==> src/rtl/usbtok_pkg.sv <==
package usbtok_pkg;

  localparam int unsigned BYTE_W    = 8;
  localparam int unsigned PID_W     = 4;
  localparam int unsigned ADDR_W    = 7;
  localparam int unsigned EP_W      = 4;
  localparam int unsigned FIELD_W   = ADDR_W + EP_W;
  localparam int unsigned CRC_W     = 5;
  localparam int unsigned MAX_BYTES = 3;
  localparam int unsigned IDX_W     = $clog2(MAX_BYTES);

  localparam logic [CRC_W-1:0] CRC_POLY = 5'b00101;
  localparam logic [CRC_W-1:0] CRC_SEED = 5'b11111;

  localparam logic [PID_W-1:0] PID_SOF      = 4'b0101;
  localparam logic [1:0]       PID_HS_CLASS = 2'b10;

  typedef logic [BYTE_W-1:0] tok_byte_t;

  typedef struct packed {
    logic [IDX_W-1:0]                  last;
    logic [MAX_BYTES-1:0][BYTE_W-1:0]  bytes;
  } tok_pkt_t;

endpackage

==> src/rtl/tokcrc_calc.sv <==
module tokcrc_calc #(
  parameter int unsigned DATA_W = 11,
  parameter int unsigned CRC_W  = 5,
  parameter logic [CRC_W-1:0] POLY = 5'b00101,
  parameter logic [CRC_W-1:0] SEED = 5'b11111
) (
  input  logic [DATA_W-1:0] data_i,
  output logic [CRC_W-1:0]  crc_o
);

  // Unrolled LFSR: data bit 0 enters first, bit DATA_W-1 last.
  always_comb begin
    logic [CRC_W-1:0] acc;
    logic             fb;
    acc = SEED;
    for (int i = 0; i < DATA_W; i++) begin
      fb  = acc[CRC_W-1] ^ data_i[i];
      acc = {acc[CRC_W-2:0], 1'b0} ^ (fb ? POLY : '0);
    end
    crc_o = acc;
  end

endmodule

==> src/rtl/tokpkt_form.sv <==
module tokpkt_form
  import usbtok_pkg::*;
#(
  parameter int unsigned FLD_W = FIELD_W,
  parameter int unsigned CRC_BITS = CRC_W
) (
  input  logic [PID_W-1:0]  pid_i,
  input  logic [ADDR_W-1:0] addr_i,
  input  logic [EP_W-1:0]   endp_i,
  input  logic [FLD_W-1:0]  frame_i,
  output tok_pkt_t          pkt_o
);

  localparam int unsigned HI_W = FLD_W - BYTE_W;

  logic [FLD_W-1:0]    field;
  logic [CRC_BITS-1:0] crc_raw;
  logic [CRC_BITS-1:0] crc_inv;
  logic [CRC_BITS-1:0] crc_wire;
  logic                is_sof;
  logic                is_hs;

  assign is_sof = (pid_i == PID_SOF);
  assign is_hs  = (pid_i[1:0] == PID_HS_CLASS);
  assign field  = is_sof ? frame_i : {endp_i, addr_i};

  tokcrc_calc #(
    .DATA_W (FLD_W),
    .CRC_W  (CRC_BITS),
    .POLY   (CRC_POLY),
    .SEED   (CRC_SEED)
  ) u_crc (
    .data_i (field),
    .crc_o  (crc_raw)
  );

  assign crc_inv = ~crc_raw;

  // CRC goes out most significant bit first: reverse it into the byte.
  for (genvar g = 0; g < CRC_BITS; g++) begin : g_crc_rev
    assign crc_wire[g] = crc_inv[CRC_BITS-1-g];
  end

  always_comb begin
    pkt_o.bytes[0] = {~pid_i, pid_i};
    pkt_o.bytes[1] = field[BYTE_W-1:0];
    pkt_o.bytes[2] = {crc_wire, field[FLD_W-1 -: HI_W]};
    pkt_o.last     = is_hs ? IDX_W'(0) : IDX_W'(MAX_BYTES - 1);
  end

endmodule

==> src/rtl/toktx_seq.sv <==
module toktx_seq
  import usbtok_pkg::*;
(
  input  logic       clk,
  input  logic       rst_n,
  input  logic       start_i,
  input  tok_pkt_t   pkt_i,
  input  logic       tx_ready_i,
  output logic       tx_valid_o,
  output tok_byte_t  tx_data_o
);

  logic                              valid_q, valid_d;
  logic [IDX_W-1:0]                  idx_q, idx_d;
  logic [IDX_W-1:0]                  last_q;
  logic [MAX_BYTES-1:0][BYTE_W-1:0]  bytes_q;
  logic                              load;
  logic                              adv;
  logic                              done;

  assign load = start_i & ~valid_q;
  assign adv  = valid_q & tx_ready_i;
  assign done = adv & (idx_q == last_q);

  always_comb begin
    valid_d = valid_q;
    idx_d   = idx_q;
    if (load) begin
      valid_d = 1'b1;
      idx_d   = '0;
    end else if (done) begin
      valid_d = 1'b0;
    end else if (adv) begin
      idx_d   = idx_q + 1'b1;
    end
  end

  always_ff @(posedge clk or negedge rst_n) begin
    if (!rst_n) begin
      valid_q <= 1'b0;
      idx_q   <= '0;
    end else begin
      valid_q <= valid_d;
      idx_q   <= idx_d;
    end
  end

  always_ff @(posedge clk or negedge rst_n) begin
    if (!rst_n) begin
      bytes_q <= '0;
      last_q  <= '0;
    end else if (load) begin
      bytes_q <= pkt_i.bytes;
      last_q  <= pkt_i.last;
    end
  end

  always_comb begin
    tx_data_o = '0;
    for (int i = 0; i < MAX_BYTES; i++) begin
      if (idx_q == IDX_W'(i)) tx_data_o = bytes_q[i];
    end
  end

  assign tx_valid_o = valid_q;

  AST_HOLD_WAIT: assert property (@(posedge clk) disable iff (!rst_n)
    valid_q && !tx_ready_i |=> valid_q && $stable(tx_data_o));

  AST_DROP_LAST: assert property (@(posedge clk) disable iff (!rst_n)
    valid_q && tx_ready_i && (idx_q == last_q) |=> !valid_q);

  AST_IDX_BOUND: assert property (@(posedge clk) disable iff (!rst_n)
    valid_q |-> idx_q <= last_q);

  AST_LOAD_START: assert property (@(posedge clk) disable iff (!rst_n)
    start_i && !valid_q |=> valid_q && (idx_q == '0));

  AST_IGNORE_BUSY: assert property (@(posedge clk) disable iff (!rst_n)
    valid_q && start_i |=> $stable(last_q));

endmodule

==> src/rtl/usb_token_tx.sv <==
module usb_token_tx
  import usbtok_pkg::*;
(
  input  logic              clk,
  input  logic              rst_n,
  input  logic              start_i,
  input  logic [PID_W-1:0]  pid_i,
  input  logic [ADDR_W-1:0] addr_i,
  input  logic [EP_W-1:0]   endp_i,
  input  logic [FIELD_W-1:0] frame_i,
  input  logic              tx_ready_i,
  output logic              tx_valid_o,
  output logic [BYTE_W-1:0] tx_data_o,
  output logic              busy_o
);

  tok_pkt_t pkt;

  tokpkt_form #(
    .FLD_W    (FIELD_W),
    .CRC_BITS (CRC_W)
  ) u_form (
    .pid_i   (pid_i),
    .addr_i  (addr_i),
    .endp_i  (endp_i),
    .frame_i (frame_i),
    .pkt_o   (pkt)
  );

  toktx_seq u_seq (
    .clk        (clk),
    .rst_n      (rst_n),
    .start_i    (start_i),
    .pkt_i      (pkt),
    .tx_ready_i (tx_ready_i),
    .tx_valid_o (tx_valid_o),
    .tx_data_o  (tx_data_o)
  );

  assign busy_o = tx_valid_o;

  AST_PID_FIRST: assert property (@(posedge clk) disable iff (!rst_n)
    start_i && !busy_o |=> tx_data_o == {~$past(pid_i), $past(pid_i)});

  AST_BUSY_RISE: assert property (@(posedge clk) disable iff (!rst_n)
    start_i && !busy_o |=> busy_o && tx_valid_o);

endmodule

==> config.mk <==
export PLATFORM = sky130hd
export DESIGN_NAME = usb_token_tx
export DESIGN_NICKNAME = d
export VERILOG_FILES = /design/src/rtl/usbtok_pkg.sv /design/src/rtl/tokcrc_calc.sv /design/src/rtl/tokpkt_form.sv /design/src/rtl/toktx_seq.sv /design/src/rtl/usb_token_tx.sv
export SDC_FILE = /design/constraint.sdc
export NUM_CORES = 1
export LEC_CHECK = 0
export ABC_AREA = 0
export ABC_CLOCK_PERIOD_IN_PS = 2450
export BUFFER_PORTS_ARGS = -buffer_cell sky130_fd_sc_hd__buf_2
export CORE_MARGIN = 2
export CORE_UTILIZATION = 50
export CTS_BUF_LIST = sky130_fd_sc_hd__clkbuf_8 sky130_fd_sc_hd__clkbuf_16
export DETAILED_ROUTE_END_ITERATION = 10
export PLACE_DENSITY = 0.87
export SYNTH_ARGS = -nofsm -noshare
export SYNTH_HDL_FRONTEND = slang
export SYNTH_SLANG_ARGS = --single-unit
==> constraint.sdc <==
create_clock -name clk -period 2.45 [get_ports clk]
set_input_delay 0.3675 -clock clk [delete_from_list [all_inputs] [get_ports clk]]
set_output_delay 0.3675 -clock clk [all_outputs]
set_load 0.01 [all_outputs]
==> summary.md <==
| Metric | Value |
|---|---|
| Post-DP HPWL | `3050 um` |
| Post-synthesis sequential area ratio | `0.392` |
| Reg area | `701 um2` |
| Leading cell type in the layout, fill and taps excluded | `nand2_1` |
| Fin crit period | `2320 ps` |
| Synth Instances | `190` |
| Critical-path cell list | `inv_1, ha_1, nor2b_1, buf_4, a22oi_1, o21ai_0, buf_2` |
| Post-CTS Hold Fix Bufs | `0` |
| FF+latch count, synth | `28` |
| Actual slew at the worst max-slew pin | `684 ps` |
| Critical Path AT | `1950 ps` |
| Lkg Pwr | `0.000976 uW` |
| Yosys cell types | `26` |
| Gr ovfl total | `0` |
| 1st-pass router iterations | `4` |
| Async S/R FF share, synth | `1.00` |
| Die H | `63.8 um` |
| CTS tree | `yes` |
| CTS Buffer Depth | `2` |
| Maximum resistive drop on vdd | `0.398 mV` |
| Filler cells | `282` |
| Combined area of the multi-input logic cells | `1020 um2` |
| Final WL | `3930 um` |
| Vias per inst | `5.39` |
| Setup crit end kind | `primary output` |
| Post-CTS sizing | `0` |
| Largest net degree at the start of global routing | `29` |
| Number of enable flip-flop cells after synthesis | `0` |
| Slowest cell on the critical path | `dfrtp_1` |
| Final Hold Violating Endpoints | `0` |
| CP Launch Type | `register` |
| CP max FO | `10` |
| Placer congestion estimate | `0.805` |
| Port buffer count | `39` |
| Iter 0 DRT Violations | `97` |
| Vias in the first global route | `1,476` |
| Cells after DPL | `267` |
| Critical Setup Path Class | `register to primary output` |
| Final non-filler cell area | `2090 um2` |
| Total setup buffers inserted after CTS | `0` |
| Status | `completed` |
| Worst endpoint required time | `2080 ps` |
| Initial Util | `0.527` |
| Primary FF master, synth | `dfrtp_1` |
| HP Class | `input port to asynchronous set/reset pin` |
| Full die area | `4070 um2` |
| RSZ-0062 raised after global routing | `no` |
| Clock Skews | `1.11 ps` |
| Synth warn | `0` |
| Skew-Pair Late Insertion Delay | `270 ps` |
| Dpl cell area | `2030 um2` |
| Final Non-Filler Cells | `271` |
| Die Width | `63.8 um` |
| Final setup fails | `0` |
| Boundary Pins | `40` |
| Initial antenna violation count | `0` |
| Avg WL per Cell | `14.5 um` |
| P&R area growth vs syn | `16.8%` |
| Row Count | `21` |
| Post-synth net total | `223` |
| Core area | `3390 um2` |
| Maximum clock frequency | `431 MHz` |
| H-Tree Depth | `1` |
| Clk sinks | `28` |
| Nets | `259` |
| Num CTS Buffers | `3` |
| Power Dens Cells | `1020 nW/um2` |
| Final period utilization | `0.946` |
| First-pass GRT wire length | `6510 um` |
| Worst slew margin | `0.543` |
| Clk slew on worst S/H paths | `90 ps` |
| DRT antenna net count | `0` |
| Slowest Stage Delay on Critical Path | `410 ps` |
| Commonest cells after routing, fill and taps aside | `45 x nand2_1, 39 x buf_2, 30 x o21ai_0` |
| Layout cells sized above 1 | `0.227` |
| Drt drc | `0` |
| N_diodes | `0` |
| Syn Area/Cell | `9.40 um2` |
| Slew Limit Fails | `0` |
| Max_cap viols | `0` |
| GRT Resource Usage Total | `0.204` |
| Mapped Area | `1790 um2` |
| Detailed-route via count | `1,461` |
| Fin Hold WS | `88.6 ps` |
| Setup TNS | `0 ps` |
| Clk root buf | `clkbuf_8` |
[state kept, by name, summed over array words and instances (netlist names)]
register / flops
u_seq.idx_q: 2
u_seq.bytes_q: 24
u_seq.last_q: 1
u_seq.tx_valid_o: 1
[cells in the mapped netlist (2+ instances only)]
| cell | instances | area (um2) |
|---|---|---|
| nand2_1 | 45 | 169 |
| o21ai_0 | 30 | 150 |
| dfrtp_1 | 28 | 701 |
| mux2i_1 | 16 | 160 |
| xnor2_1 | 15 | 131 |
| clkbuf_1 | 9 | 33.8 |
| a22oi_1 | 7 | 52.6 |
| nand3_1 | 5 | 25.0 |
| xor2_1 | 5 | 43.8 |
| xnor3_1 | 4 | 90.1 |
| buf_4 | 3 | 22.5 |
| ha_1 | 3 | 37.5 |
| inv_1 | 3 | 11.3 |
| a21oi_1 | 2 | 10.0 |
| nor2_1 | 2 | 7.51 |
| nor2b_1 | 2 | 12.5 |
| xor2_2 | 2 | 32.5 |
[metrics by stage]
step	setup WS [ps]	total power [uW]	utilization
CTS	174	2120	0.616
global route	6.86	2280	0.616
finish	131	2120	0.616
global placement	576	1770	0.599
floorplan	593	1470	-
detailed placement	513	1820	0.599
[logic make-up after synthesis]
| logic type | count (synthesis) | synth area share |
|---|---|---|
| simple gates | 57 | 0.132 |
| flops | 28 | 0.392 |
| mux | 16 | 0.0896 |
| buf+inv | 15 | 0.0378 |
| xor+xnor | 28 | 0.193 |
| fa+ha+maj | 3 | 0.0210 |
| compound gates | 43 | 0.134 |
[worst paths after layout]
path / start / to / slack (ps) / cells after the start
min in group clk: pid_i[0] / u_seq.bytes_q[4] / 290 / 2
max in group asynchronous: rst_n / u_seq.bytes_q[2] / 1970 / 1
setup reg to reg: u_seq.tx_valid_o / u_seq.bytes_q[19] / 830 / 3
hold / removal: rst_n / u_seq.bytes_q[8] / 90 / 1
hold reg to reg: u_seq.bytes_q[19] / u_seq.bytes_q[19] / 500 / 2
setup / recovery: u_seq.idx_q[1] / tx_data_o[3] / 130 / 7
[cell type report]
cell class                 count  area share
multi-input combinational    147       0.491
sequential                    28       0.336
timing repair buffer          43       0.114
tap                           46      0.0276
clock buffer                   4      0.0264
inverter                       3     0.00540
[critical path: cells and delay by family, from the launching register on]
family | cells | cell delay [ps]
AO/OA/AOI/OAI | 2 | 310
AND/OR/NAND/NOR | 1 | 210
buffers and inverters | 3 | 420
adder cells (fa/ha/maj) | 1 | 310
flip-flops | 1 | 410
[report_power, final]
group	switching, uW	total [uW]	internal, uW
logic	564	994	430
clock network	139	283	144
registers	161	843	682
[layer usage]
| layer | GRT usage | wire length, um | up-vias |
|---|---|---|---|
| met1 | 0.251 | 1610 | 701 |
| met3 | 0.0158 | 139 | 7 |
| met2 | 0.375 | 2120 | 41 |
| met5 | 0 | 0 | - |
| met4 | 0.0652 | 62 | 0 |
| li1 | - | - | 712 |
No activity file was read; power rests on OpenSTA's default activity.
